$ cat config.mk
export PLATFORM = sky130hd
export DESIGN_NAME = desc_chain_seq
export DESIGN_NICKNAME = d
export VERILOG_FILES = /design/src/rtl/dcs_pkg.sv /design/src/rtl/dcs_datapath.sv /design/src/rtl/dcs_ctrl.sv /design/src/rtl/desc_chain_seq.sv
export SDC_FILE = /design/constraint.sdc
export NUM_CORES = 1
export LEC_CHECK = 0
export BUFFER_PORTS_ARGS = -buffer_cell sky130_fd_sc_hd__buf_4
export CAP_MARGIN = 20
export CORE_UTILIZATION = 30
export CTS_CLUSTER_SIZE = 8
export DETAILED_ROUTE_END_ITERATION = 10
export RECOVER_POWER = 50
export SYNTH_ARGS = -nofsm -noshare
export SYNTH_HDL_FRONTEND = slang
export SYNTH_HIERARCHICAL = 1
export SYNTH_SLANG_ARGS = --single-unit
$ cat constraint.sdc
create_clock -name clk -period 19.8 [get_ports clk]
set_clock_uncertainty 0.2 [all_clocks]
set_input_delay 3.96 -clock clk [delete_from_list [all_inputs] [get_ports clk]]
set_output_delay 3.96 -clock clk [all_outputs]
set_load 0.03 [all_outputs]
$ cat src/rtl/dcs_pkg.sv
package dcs_pkg;
  localparam int unsigned WORD_W     = 32;
  localparam int unsigned DESC_WORDS = 16;
  localparam int unsigned IDX_W      = $clog2(DESC_WORDS);

  // descriptor word indices
  localparam int unsigned W_CTRL     = 0;
  localparam int unsigned W_SIZE     = 2;
  localparam int unsigned W_LINE     = 3;
  localparam int unsigned W_TS_HI    = 5;
  localparam int unsigned W_EXT      = 6;
  localparam int unsigned W_NEXT     = 7;

  // control word bit positions
  localparam int unsigned CB_IRQ     = 8;
  localparam int unsigned CB_UPD     = 9;
  localparam int unsigned CB_FRAG    = 18;
  localparam int unsigned CB_LAST    = 19;
  localparam int unsigned CB_LASTFRM = 21;
  localparam int unsigned DONE_BIT   = 31;

  typedef enum logic [2:0] {
    S_IDLE, S_FETCH, S_CHECK, S_PAY, S_WBACK, S_EVENT
  } seqState_t;

  typedef struct packed {
    logic loadStart;
    logic loadNext;
    logic clrIdx;
    logic capWord;
    logic payInit;
    logic payStep;
  } seqStrobe_t;

  typedef struct packed {
    logic idxLast;
    logic payMore;
    logic residue;
    logic updEn;
    logic irqEn;
    logic chainEnd;
  } seqFlags_t;
endpackage

$ cat src/rtl/dcs_datapath.sv
module dcs_datapath
  import dcs_pkg::*;
#(
  parameter int unsigned AW         = 48,
  parameter int unsigned LEN_W      = 18,
  parameter int unsigned FRAG_MAX   = 5,
  parameter int unsigned PAGE_BYTES = 4096
) (
  input  logic              clk,
  input  logic              rstN,
  input  seqStrobe_t        stb,
  input  logic [AW-1:0]     startAddr,
  input  logic [WORD_W-1:0] memRdata,
  output seqFlags_t         flags,
  output logic [AW-1:0]     fetchAddr,
  output logic [AW-1:0]     wbAddr,
  output logic [WORD_W-1:0] wbData,
  output logic [AW-1:0]     pieceAddr,
  output logic [LEN_W-1:0]  pieceLen
);
  localparam int unsigned PG_W   = $clog2(PAGE_BYTES);
  localparam int unsigned FIDX_W = $clog2(FRAG_MAX + 1);

  logic [WORD_W-1:0] words [DESC_WORDS];
  logic [IDX_W-1:0]  idx;
  logic [AW-1:0]     descAddr;
  logic [AW-1:0]     curAddr;
  logic [WORD_W-1:0] remain;
  logic [FIDX_W-1:0] fragIdx;

  logic [AW-1:0]     srcAddr [FRAG_MAX+1];
  logic              fragMode;
  logic [17:0]       lineSize;
  logic [17:0]       stride;
  logic [PG_W:0]     pageRoom;
  logic [WORD_W-1:0] fragLen;
  logic [FIDX_W-1:0] fragNext;

  // fragment source addresses: low word plus a 16-bit high half
  for (genvar k = 0; k < FRAG_MAX; k++) begin : g_src
    localparam int LO = (k == 0) ? 8 : 10 + k;
    localparam int HW = (k == 0) ? 6 : 9 + (k - 1) / 2;
    localparam int HB = (k == 0) ? 16 : ((k - 1) % 2) * 16;
    assign srcAddr[k] = AW'({words[HW][HB +: 16], words[LO]});
  end
  assign srcAddr[FRAG_MAX] = '0;

  assign fragMode = words[W_CTRL][CB_FRAG];
  assign lineSize = words[W_LINE][17:0];
  assign stride   = {words[W_LINE][31:18], 4'b0000};
  assign pageRoom = (PG_W+1)'(PAGE_BYTES) - {1'b0, curAddr[PG_W-1:0]};
  assign fragLen  = (remain < WORD_W'(pageRoom)) ? remain : WORD_W'(pageRoom);
  assign fragNext = fragIdx + FIDX_W'(1);

  assign fetchAddr = descAddr + AW'({idx, 2'b00});
  assign wbAddr    = descAddr + AW'(W_TS_HI * 4);
  assign wbData    = words[W_TS_HI] | (WORD_W'(1) << DONE_BIT);
  assign pieceAddr = curAddr;
  assign pieceLen  = fragMode ? LEN_W'(fragLen) : LEN_W'(lineSize);

  always_comb begin
    flags.idxLast  = (idx == IDX_W'(DESC_WORDS - 1));
    flags.payMore  = fragMode ? ((remain != '0) && (fragIdx < FIDX_W'(FRAG_MAX)))
                              : ((lineSize != '0) && (remain >= WORD_W'(lineSize)));
    flags.residue  = (remain != '0);
    flags.updEn    = words[W_CTRL][CB_UPD];
    flags.irqEn    = words[W_CTRL][CB_IRQ];
    flags.chainEnd = words[W_CTRL][CB_LAST] | words[W_CTRL][CB_LASTFRM];
  end

  always_ff @(posedge clk) begin
    if (!rstN) begin
      for (int i = 0; i < DESC_WORDS; i++) words[i] <= '0;
      idx      <= '0;
      descAddr <= '0;
      curAddr  <= '0;
      remain   <= '0;
      fragIdx  <= '0;
    end else begin
      if (stb.loadStart) descAddr <= startAddr;
      else if (stb.loadNext) descAddr <= AW'({words[W_EXT][15:0], words[W_NEXT]});

      if (stb.clrIdx) idx <= '0;
      else if (stb.capWord) begin
        words[idx] <= memRdata;
        idx        <= idx + IDX_W'(1);
      end

      if (stb.payInit) begin
        remain  <= words[W_SIZE];
        curAddr <= srcAddr[0];
        fragIdx <= '0;
      end else if (stb.payStep) begin
        remain <= remain - WORD_W'(pieceLen);
        if (fragMode) begin
          fragIdx <= fragNext;
          curAddr <= srcAddr[fragNext];
        end else begin
          curAddr <= curAddr + AW'(stride);
        end
      end
    end
  end
endmodule

$ cat src/rtl/dcs_ctrl.sv
module dcs_ctrl
  import dcs_pkg::*;
#(
  parameter int unsigned CHAN     = 0,
  parameter int unsigned EVT_W    = 32,
  parameter int unsigned ERR_BASE = 12
) (
  input  logic             clk,
  input  logic             rstN,
  input  logic             trig,
  input  logic             retrig,
  input  logic             chEnable,
  input  logic             chPause,
  input  logic             singleDesc,
  input  logic             memAck,
  input  logic             memErr,
  input  logic             pldAck,
  input  logic             pldErr,
  input  logic             verdictValid,
  input  logic             verdictErr,
  input  seqFlags_t        flags,
  output seqStrobe_t       stb,
  output logic             memReq,
  output logic             memWe,
  output logic             pldReq,
  output logic [EVT_W-1:0] evtSet,
  output logic             busy
);
  seqState_t        state, nextState;
  logic             trigPend, retrigPend, finished, errFlag;
  logic             takeTrig, finSet, errSet, errClr, evtFire;
  logic             useStart;
  logic [EVT_W-1:0] evtQ;

  assign useStart = finished | retrigPend;

  always_comb begin
    stb       = '0;
    nextState = state;
    memReq    = 1'b0;
    memWe     = 1'b0;
    pldReq    = 1'b0;
    takeTrig  = 1'b0;
    finSet    = 1'b0;
    errSet    = 1'b0;
    errClr    = 1'b0;
    evtFire   = 1'b0;
    unique case (state)
      S_IDLE: begin
        if (trigPend) begin
          takeTrig = 1'b1;
          if (chEnable && !chPause) begin
            stb.clrIdx    = 1'b1;
            stb.loadStart = useStart;
            stb.loadNext  = !useStart;
            nextState     = S_FETCH;
          end
        end
      end
      S_FETCH: begin
        memReq = 1'b1;
        if (memAck) begin
          if (memErr) begin
            finSet    = 1'b1;
            nextState = S_IDLE;
          end else begin
            stb.capWord = 1'b1;
            if (flags.idxLast) nextState = S_CHECK;
          end
        end
      end
      S_CHECK: begin
        if (verdictValid) begin
          if (verdictErr) begin
            finSet    = 1'b1;
            nextState = S_IDLE;
          end else begin
            stb.payInit = 1'b1;
            errClr      = 1'b1;
            nextState   = S_PAY;
          end
        end
      end
      S_PAY: begin
        if (flags.payMore && !errFlag) begin
          pldReq = 1'b1;
          if (pldAck) begin
            if (pldErr) errSet = 1'b1;
            else stb.payStep = 1'b1;
          end
        end else begin
          errSet    = flags.residue;
          nextState = flags.updEn ? S_WBACK : S_EVENT;
        end
      end
      S_WBACK: begin
        memReq = 1'b1;
        memWe  = 1'b1;
        if (memAck) nextState = S_EVENT;
      end
      S_EVENT: begin
        evtFire = 1'b1;
        if (flags.chainEnd) begin
          finSet    = 1'b1;
          nextState = S_IDLE;
        end else if (singleDesc) begin
          nextState = S_IDLE;
        end else begin
          stb.clrIdx    = 1'b1;
          stb.loadStart = retrigPend;
          stb.loadNext  = !retrigPend;
          nextState     = S_FETCH;
        end
      end
      default: nextState = S_IDLE;
    endcase
  end

  always_ff @(posedge clk) begin
    if (!rstN) begin
      state      <= S_IDLE;
      trigPend   <= 1'b0;
      retrigPend <= 1'b0;
      finished   <= 1'b1;
      errFlag    <= 1'b0;
      evtQ       <= '0;
    end else begin
      state <= nextState;

      if (trig) trigPend <= 1'b1;
      else if (takeTrig) trigPend <= 1'b0;

      if (retrig) retrigPend <= 1'b1;
      else if (stb.loadStart) retrigPend <= 1'b0;

      if (finSet) finished <= 1'b1;
      else if (stb.loadStart) finished <= 1'b0;

      if (errClr) errFlag <= 1'b0;
      else if (errSet) errFlag <= 1'b1;

      if (evtFire)
        evtQ <= (EVT_W'(flags.irqEn) << CHAN) | (EVT_W'(errFlag) << (ERR_BASE + CHAN));
      else
        evtQ <= '0;
    end
  end

  assign evtSet = evtQ;
  assign busy   = (state != S_IDLE);
endmodule

$ cat src/rtl/desc_chain_seq.sv
module desc_chain_seq
  import dcs_pkg::*;
#(
  parameter int unsigned AW         = 48,
  parameter int unsigned LEN_W      = 18,
  parameter int unsigned CHAN       = 0,
  parameter int unsigned FRAG_MAX   = 5,
  parameter int unsigned PAGE_BYTES = 4096
) (
  input  logic             clk,
  input  logic             rstN,
  input  logic             trig,
  input  logic             retrig,
  input  logic             chEnable,
  input  logic             chPause,
  input  logic             singleDesc,
  input  logic [AW-1:0]    startAddr,
  output logic             memReq,
  output logic             memWe,
  output logic [AW-1:0]    memAddr,
  output logic [31:0]      memWdata,
  input  logic             memAck,
  input  logic             memErr,
  input  logic [31:0]      memRdata,
  input  logic             verdictValid,
  input  logic             verdictErr,
  output logic             pldReq,
  output logic [AW-1:0]    pldAddr,
  output logic [LEN_W-1:0] pldLen,
  input  logic             pldAck,
  input  logic             pldErr,
  output logic [31:0]      evtSet,
  output logic             busy
);
  seqStrobe_t    stb;
  seqFlags_t     flags;
  logic [AW-1:0] fetchAddr, wbAddr;

  dcs_ctrl #(.CHAN(CHAN), .EVT_W(32), .ERR_BASE(12)) ctrlI (
    .clk(clk), .rstN(rstN), .trig(trig), .retrig(retrig),
    .chEnable(chEnable), .chPause(chPause), .singleDesc(singleDesc),
    .memAck(memAck), .memErr(memErr), .pldAck(pldAck), .pldErr(pldErr),
    .verdictValid(verdictValid), .verdictErr(verdictErr), .flags(flags),
    .stb(stb), .memReq(memReq), .memWe(memWe), .pldReq(pldReq),
    .evtSet(evtSet), .busy(busy)
  );

  dcs_datapath #(.AW(AW), .LEN_W(LEN_W), .FRAG_MAX(FRAG_MAX), .PAGE_BYTES(PAGE_BYTES)) dpI (
    .clk(clk), .rstN(rstN), .stb(stb), .startAddr(startAddr), .memRdata(memRdata),
    .flags(flags), .fetchAddr(fetchAddr), .wbAddr(wbAddr), .wbData(memWdata),
    .pieceAddr(pldAddr), .pieceLen(pldLen)
  );

  assign memAddr = memWe ? wbAddr : fetchAddr;
endmodule

======== Word level (Yosys, flattened, before mapping) ========
Memory sizes are Yosys's and may differ from the RTL's.
Index checks and enable logic that the tools add are counted.
storage, ports and cells
  register bits ........................... 174
  memory bits (writable) .................. 512
  input port bits ......................... 93
  output and inout port bits .............. 182
  word-level logic and storage cells ...... 136
  memories ................................ 1
memories
  memory     depth  bits a word  read ports  clocked after memory_dff  wr ports  line                text
  dpI.words  16     32           13          0                         16        dcs_datapath.sv:24  logic [WORD_W-1:0] words [DESC_WORDS];
operators by class
  $add $sub $neg .......................... 7
  magnitude comparators ................... 4
  equality and inequality tests ........... 13
  muxes and demuxes ....................... 71
  bitwise gates (word level) .............. 5
  reduce and logical (&&, ||, !) cells .... 24
operators with widths
  cell                                                                   count
  48-bit two-way mux                                                     8
  48-bit binary-select mux with 3-bit select                             1
  32-bit two-way mux                                                     3
  48-bit by 18-bit adder with 48-bit output                              1
  48-bit by 5-bit adder with 48-bit output, second input constant        1
  48-bit by 6-bit adder with 48-bit output                               1
  1-bit two-way mux                                                      39
  3-bit two-way mux                                                      13
  18-bit two-way mux                                                     2
  32-bit by 18-bit >= comparator with 1-bit output                       1
  32-bit by 13-bit less-than comparator with 1-bit output                1
  32-bit nonzero test                                                    1
  32-bit OR reduction                                                    1
  32-bit by 18-bit subtractor with 32-bit output                         1
  3-bit case mux with 6 select lines                                     1
  18-bit nonzero test                                                    1
  1-bit by 13-bit bitwise OR with 13-bit output                          1
  13-bit by 12-bit subtractor with 13-bit output, first input constant   1
  2-bit != test, second input constant                                   4
  2-bit nonzero test                                                     4
  2-bit OR reduction                                                     4
  7-bit AND reduction                                                    1
  3-bit by 2-bit equality test with 1-bit output, second input constant  2
  3-bit equality test, second input constant                             2
  20 further kinds                                                       29

======== Depth between registers and ports, before layout ========
Gate-level depths: netlist (run 1).
  depth in word-level cells ............... 10
  gate-level depth with buffers ........... 32

======== Modules after synthesis ========
The synthesis (run 1) kept the hierarchy.
modules (own cells, without submodules)
  module          times used  cells each  area each (um^2)  seq. area each (um^2)
  dcs_datapath    1           2703        28235.8           14353.8
  dcs_ctrl        1           106         802.0             180.2
  desc_chain_seq  1           53          659.4             0.0

======== Worst setup path before layout (run 1) ========
OpenSTA, ideal clock, no wires.
  path type ............................... register to output
  start ................................... register dpI.curAddr[5], in the netlist dpI/pieceAddr[5]
  end ..................................... output pldLen[0]
  arrival time ............................ 4.013 ns
  data required time ...................... 15.640 ns
  path slack .............................. 11.627 ns
  stages on the path, launching flop included .. 14
  path buffers ............................ 2
  path through ............................ dfxtp_1 or4_4 or3_1 nor3_1 inv_1 ha_1 or3_1 a2111oi_2 nand2_2 a31oi_2 buf_6 clkbuf_1 a21oi_1 a21oi_1
on the way
  longest elaborated chain between the ends .. 4
RTL lines
  item                                                     line                  text
  start, declared                                          dcs_datapath.sv:27    logic [AW-1:0] curAddr;
  start signal, assigned                                   dcs_datapath.sv:91    curAddr <= srcAddr[0];
  start signal, assigned                                   dcs_datapath.sv:97    curAddr <= srcAddr[fragNext];
  start signal, assigned                                   dcs_datapath.sv:99    curAddr <= curAddr + AW'(stride);
  13-bit by 12-bit subtractor with 13-bit output           dcs_datapath.sv:51    assign pageRoom = (PG_W+1)'(PAGE_BYTES) - {1'b0, curAddr[PG_W-1:0]};
  32-bit by 13-bit less-than comparator with 1-bit output  dcs_datapath.sv:52    assign fragLen = (remain < WORD_W'(pageRoom)) ? remain : WORD_W'(pageRoom);
  18-bit two-way mux                                       dcs_datapath.sv:52
  18-bit two-way mux                                       dcs_datapath.sv:59    assign pieceLen = fragMode ? LEN_W'(fragLen) : LEN_W'(lineSize);
  end, declared                                            desc_chain_seq.sv:29  output logic [LEN_W-1:0] pldLen,
Every way passes these cells.

==> flow_summary_export.csv, run 1 <==
group,metric,value,unit
pwr,p_per_area,86.04,nW/um^2
global_routing,antenna_found_initial,13,
floorplanning,pin_count,275,
sta,slew_viol_final,693,
finish,area_delta_synth_final,15.26,%
worst_setup_path,reg2reg_from,"dpI/pieceAddr[0]",
synth,async_flop_share,0,%
worst_hold_path,min_from,"dpI/words[2][21]",
synth,ys_seq_area_share,48.94,%
sta,final_hold_viol_count,0,
routing,wl_per_cell,24.39,um
status,violations,"design-rule violations, max-capacitance violations, max-slew violations",
worst_setup_path,startpoint_type,"register",
cts,clk_latency,0.62,ns
pwr,vdd_ir_drop_max,0.06038,mV
routing,drc,4,
worst_setup_path,worst-path-stages,6,
worst_setup_path,crit_path_max_fanout,37,
floorplanning,die-area,100300,um^2
cts,numCtsBuffers,78,
cts,cts_buffer_depth,3,
sta,max_freq,0.1084,GHz
cts,clkSinkCount,532,
placement,placed_cells,4163,
status,status,"finished with violations",
synth,synth_edf_count,388,
worst_setup_path,cp-end-kind,"output port",
routing,vias,23190,
sta,whs,0.2665,ns
worst_setup_path,worstRegToRegCells,28,
sta,setup_ws,10.58,ns
cts,cts_resized,0,
routing,drt_iter0_drc,2430,
cts,cts_tree,"yes",
routing,first_pass_iters,9,
sta,period_share,46.58,%
synth,synth_top_family_by_area,"simple AND/OR/NAND/NOR gates",
worst_hold_path,holdPathStages,1,
worst_setup_path,path_class,"reg -> out",
synth,yosys.area.top_type,"edfxtp_1",
global_routing,grt_max_degree,97,
synth,synth_xor_xnor_area_share,4.378,%
synth,ys.flop_type,"edfxtp_1",
synth,ys_seq_elements,532,
cts,hold_buffers,0,
routing,vias_per_cell,5.386,
finish,fin_nets,3118,
placement,place_hpwl,67770,um
floorplanning,fp.dieH,316.6,um
placement,pre_cts_slack,11.34,ns
worst_setup_path,crit_required,15.64,ns
floorplanning,start_util,30.22,%
finish,fin_cells,4306,
worst_setup_path,cp_top_family,"buffers and inverters",
global_routing,overflow,0,
worst_setup_path,crit_path_top_delay_cell,"clkbuf_1",
sta,worstMarginPinSlew,3.510,ns
synth,ys_top_cells_by_area,"edfxtp_1, dfxtp_1, and3_1",
worst_setup_path,crit_buf_inv,5,
worst_setup_path,crit_path_max_incr_delay,1.81,ns
floorplanning,die_w,316.6,um
global_routing,grt_pass1_wl,152400,um
synth,synthSimpleGateAreaFrac,20.00,%
finish,final_util,34.83,%
worst_hold_path,hp-class,"reg -> reg",
global_routing,grt_pass1_vias,22380,
flow_run,cap_violations,14,
sta,tns,0,ns
placement,portBuffers,243,
synth,synthCells,2862,
synth,synth_fa_ha_area_share,3.080,%
global_routing,track_usage,20.57,%
finish,n_fill_cell,9815,
synth,synth_top_area_share,39.23,%
synth,netlist_area,29700,um^2
floorplanning,rows,115,
sta,rsz0062_at_grt,"no",
routing,final_antenna_net_count,0,
synth,yosysMostFrequentCell,"and3_1",
synth,synth_compound_area_share,10.57,%
sta,min_period,9.222,ns
cts,postCtsSetupBuffers,0,
sta,setup_violations,0,
worst_setup_path,cp_data_arrival_time,5.06,ns
cts,cts_root_buf,"clkbuf_16",
synth,yosysUniqueCellTypes,92,
floorplanning,core_area,98280,um^2
synth,synth_mux_area_share,7.735,%
placement,gp_congestion,0.8951,
pwr,p_leak,13.98,nW
worst_setup_path,cp_cell_sequence,"clkbuf_1, inv_1, clkbuf_1, nand2_1, inv_1, buf_4",
synth,synth_common_cells,"and3_1, edfxtp_1, clkbuf_1",
finish,drive_gt1_share,14.09,%
synth,syn_avg_cell_area,10.38,um^2
cts,clkTransAtPathRegs,0.05,ns
synth,yosysWarnings,6,
cts,htreeDepth,3,
worst_setup_path,startpoint,"dpI/words[0][18]",
sta,max_slew_margin,-134.0,%
routing,drt_wl_total,105000,um
==> worst paths after layout <==
| kind | end | slack (ns) |
|---|---|---|
| min | dpI/remain[21] | 0.27 |
| min reg2reg | dpI/remain[21] | 0.27 |
| max reg2reg | dpI/remain[28] | 11.92 |
| max | pldLen[16] | 10.58 |
==> worst reg2reg max path, delay by kind of cell, from the launching register on <==
| family | cells | cell delay, ns |
|---|---|---|
| compound gates | 13 | 3.55 |
| fa+ha+maj | 4 | 1.09 |
| flops | 1 | 0.33 |
| buf+inv | 3 | 0.64 |
| simple gates | 8 | 2.01 |
==> power breakdown <==
group,switching [mW],leakage [nW],internal [mW]
Combinational,0.266,7.79,0.128
Sequential,0.0404,5.09,1.24
Clock,0.514,1.10,0.757
Total,0.821,14.0,2.12
==> per-stage QoR <==
stage | power [mW] | instance area (um^2)
after floorplan | 1.555 | 29810
after global placement | 1.698 | 32310
after detailed placement | 1.700 | 32310
after CTS | 2.976 | 34610
after global routing | 3.047 | 34230
final | 2.945 | 34230
==> cell type report <==
cell class                 instances  area (um^2)  area share [%]
antenna                            3        7.507         0.02193
clock buffer                     130         2200           6.426
clock inverter                     9        106.4          0.3107
inverter                          72        270.3          0.7895
multi-input combinational       1992        13760           40.21
sequential                       532        14540           42.47
tap                             1287         1610           4.704
timing repair buffer             281         1735           5.070
==> per-layer routing <==
metal	global-route usage, %	part of all wire (%)	up-vias
met4	7.572	3.7	0
met2	33.27	47	906
met5	0	0	-
met1	26.96	41	11470
met3	4.382	8.4	180
li1	-	-	10640
==> placed cells by master (no fill, tap or decap), drive strengths merged, types with 31 or more instances in the layout <==
cell    count
and3      411
edfxtp    388
clkbuf    230
nand2     210
buf       181
nor2      156
o21ai     152
dfxtp     144
a21oi     103
xnor2      83
inv        76
ha         65
xor2       62
and2       61
mux2i      60
mux2       60
nor3       59
nand3      57
mux4       42
conb       31
==> flip-flops by register name, indices dropped and copies added, names as in the netlist, 2 cells and up <==
signal         flops
dpI/descAddr      48
dpI/pieceAddr     48
dpI/remain        32
dpI/idx            4
ctrlI/state        3
dpI/words        388
dpI/fragIdx        3
ctrlI/evtSet       2
==> cell families after synthesis <==
group | Yosys count
xor+xnor | 146
compound gates | 476
flops | 532
buf+inv | 367
simple gates | 1105
fa+ha+maj | 72
other cells | 2
mux | 162
Note: power is estimated with default switching activity, not from simulation.
==> inputs of run 2 (changes only) <==
Clock period 19.8 ns to 7.8 ns, I/O delays scaled along.
==> run 2 against run 1 <==
Compared with the run above: the flow still finishes with violations (design-rule violations, max-capacitance violations, max-slew violations); sequential share of layout area fell by 0.15 points; clock power rose to 2.6 times the previous value; sequential power grew to 2.5 times the previous value; worst setup slack lost 9.9 ns; count of clock-buffer cells in the layout is 6 higher.
==> flow_summary_export.csv, run 2 (same netlist as run 1, synthesis figures left out) <==
group,metric,value,unit
sta,final_hold_viol_count,0,
floorplanning,pin_count,275,
sta,min_period,7.170,ns
finish,final_cell_mix,"and3_1, edfxtp_1, nand2_1",
sta,period_share,91.92,%
flow_run,cap_violations,12,
worst_setup_path,startpoint_type,"input pin",
finish,area_delta_synth_final,15.67,%
global_routing,grt_pass1_wl,154100,um
finish,largest_reg_flops,388,
cts,cts_tree,"yes",
cts,cts_root_buf,"clkbuf_16",
worst_setup_path,path_class,"in -> reg",
worst_setup_path,cp_top_family,"buffers and inverters",
routing,final_antenna_net_count,0,
cts,postCtsSetupBuffers,0,
global_routing,antenna_found_initial,9,
floorplanning,fp.dieH,316.6,um
routing,vias,23610,
global_routing,track_usage,20.87,%
floorplanning,rows,115,
routing,first_pass_iters,10,
worst_setup_path,crit_top_cell,"clkbuf_1",
sta,worstMarginPinSlew,3.498,ns
cts,clkSinkCount,532,
routing,vias_per_cell,5.476,
global_routing,grt_max_degree,97,
placement,place_hpwl,68780,um
placement,portBuffers,243,
floorplanning,die_w,316.6,um
pwr,vdd_ir_drop_max,0.1851,mV
sta,max_slew_margin,-133.2,%
floorplanning,start_util,30.22,%
routing,wl_per_cell,24.85,um
cts,clk_latency,0.66,ns
sta,tns,0,ns
routing,drc,4,
pwr,p_leak,14.03,nW
cts,numCtsBuffers,77,
worst_setup_path,reg2reg_from,"dpI/pieceAddr[0]",
worst_setup_path,reg2reg_setup_slack,0.66,ns
finish,n_fill_cell,9871,
worst_setup_path,crit_path_max_incr_delay,2.10,ns
worst_setup_path,startpoint,"rstN",
finish,fin_nets,3119,
sta,setup_violations,0,
status,status,"finished with violations",
sta,rsz0062_at_grt,"no",
finish,drive_gt1_share,14.20,%
sta,max_freq,0.1395,GHz
placement,gp_congestion,0.9079,
placement,pre_cts_slack,0.5542,ns
worst_setup_path,crit_required,7.95,ns
routing,drt_iter0_drc,2602,
pwr,p_per_area,219.5,nW/um^2
cts,clkTransAtPathRegs,0.05,ns
global_routing,grt_pass1_vias,22450,
cts,cts_buffer_depth,3,
sta,setup_ws,0.6300,ns
worst_setup_path,cp_cell_sequence,"clkbuf_1, clkbuf_1, nand2_1, buf_4",
cts,cts_resized,0,
sta,slew_viol_final,606,
routing,drt_wl_total,107100,um
global_routing,overflow,0,
worst_setup_path,cp-end-kind,"register",
worst_setup_path,cp_data_arrival_time,7.32,ns
worst_hold_path,min_from,"dpI/words[2][21]",
finish,regMostFlops,"dpI/words",
floorplanning,core_area,98280,um^2
worst_setup_path,crit_buf_inv,3,
floorplanning,die-area,100300,um^2
sta,whs,0.2530,ns
status,violations,"design-rule violations, max-capacitance violations, max-slew violations",
finish,final_common_cell,"and3_1",
cts,htreeDepth,3,
worst_hold_path,hp-class,"reg -> reg",
worst_setup_path,crit_path_max_fanout,55,
cts,hold_buffers,0,
worst_setup_path,crit_path_top_delay_cell,"clkbuf_1",
[run 2: cell types whose count changed in the layout (fill, tap and decap cells not counted), sizes merged]
cell,before,now
clkbuf,230,232
buf,181,187
clkinvlp,1,0
inv,76,72
clkinv,4,6
[run 2: cell type report]
cell class                 instances  area [um^2]  share of cell area, %
multi-input combinational       1992        13770                  40.09
clock inverter                     6        180.2                 0.5245
antenna                            3        7.507                0.02185
tap                             1287         1610                  4.688
clock buffer                     136         2210                  6.432
timing repair buffer             283         1765                  5.139
inverter                          72        270.3                 0.7867
sequential                       532        14540                  42.32
[run 2: path summary, 6_finish.rpt]
path	cells after the start	end
setup reg to reg	27	dpI/remain[24]
setup / recovery	4	dpI/words[11][14]
hold reg to reg	1	dpI/remain[21]
hold / removal	1	dpI/remain[21]
[run 2: report_power, final]
part	internal (mW)	switching (mW)
Sequential	3.14	0.102
Combinational	0.327	0.690
Clock	1.93	1.34
Total	5.41	2.13
[run 2: worst reg2reg max path: stages, from the launching register on]
cell and delay (ns):
dfxtp_1 0.33, inv_1 0.19, ha_1 0.24, or4b_1 0.58, nor3_1 0.37, inv_1 0.12, ha_1 0.19, or3_1 0.32
a2111oi_2 0.41, nand2_2 0.15, a31oi_2 0.40, nor2_1 0.07, a21oi_1 0.14, a21oi_1 0.11, ha_1 0.25, fa_1 0.39
nor2b_1 0.16, o21a_1 0.15, o21ai_0 0.13, a21oi_1 0.27, o21ai_0 0.20, a2bb2oi_1 0.21, nand4_1 0.20, a22oi_2 0.28
nor3_2 0.11, a211oi_4 0.52, o21ai_0 0.18, a31oi_1 0.18
[run 2: per-layer routing]
metal	vias to the layer above	share of wire [%]	global-route usage (%)
li1	10640	-	-
met1	11810	42	27.21
met2	972	47	33.56
met3	185	7.9	4.657
met4	0	3.7	8.108
met5	-	0	0
[run 2: per-stage QoR]
| step | power [mW] | cell area, um^2 | util, % | std cells |
|---|---|---|---|---|
| after floorplan | 3.948 | 29810 | - | 2891 |
| after global placement | 4.317 | 32330 | 32.90 | 4166 |
| after detailed placement | 4.326 | 32330 | 32.90 | 4166 |
| after CTS | 7.592 | 34720 | 35.33 | 4308 |
| after global routing | 7.790 | 34340 | 34.95 | 4308 |
| final | 7.540 | 34350 | 34.95 | 4311 |
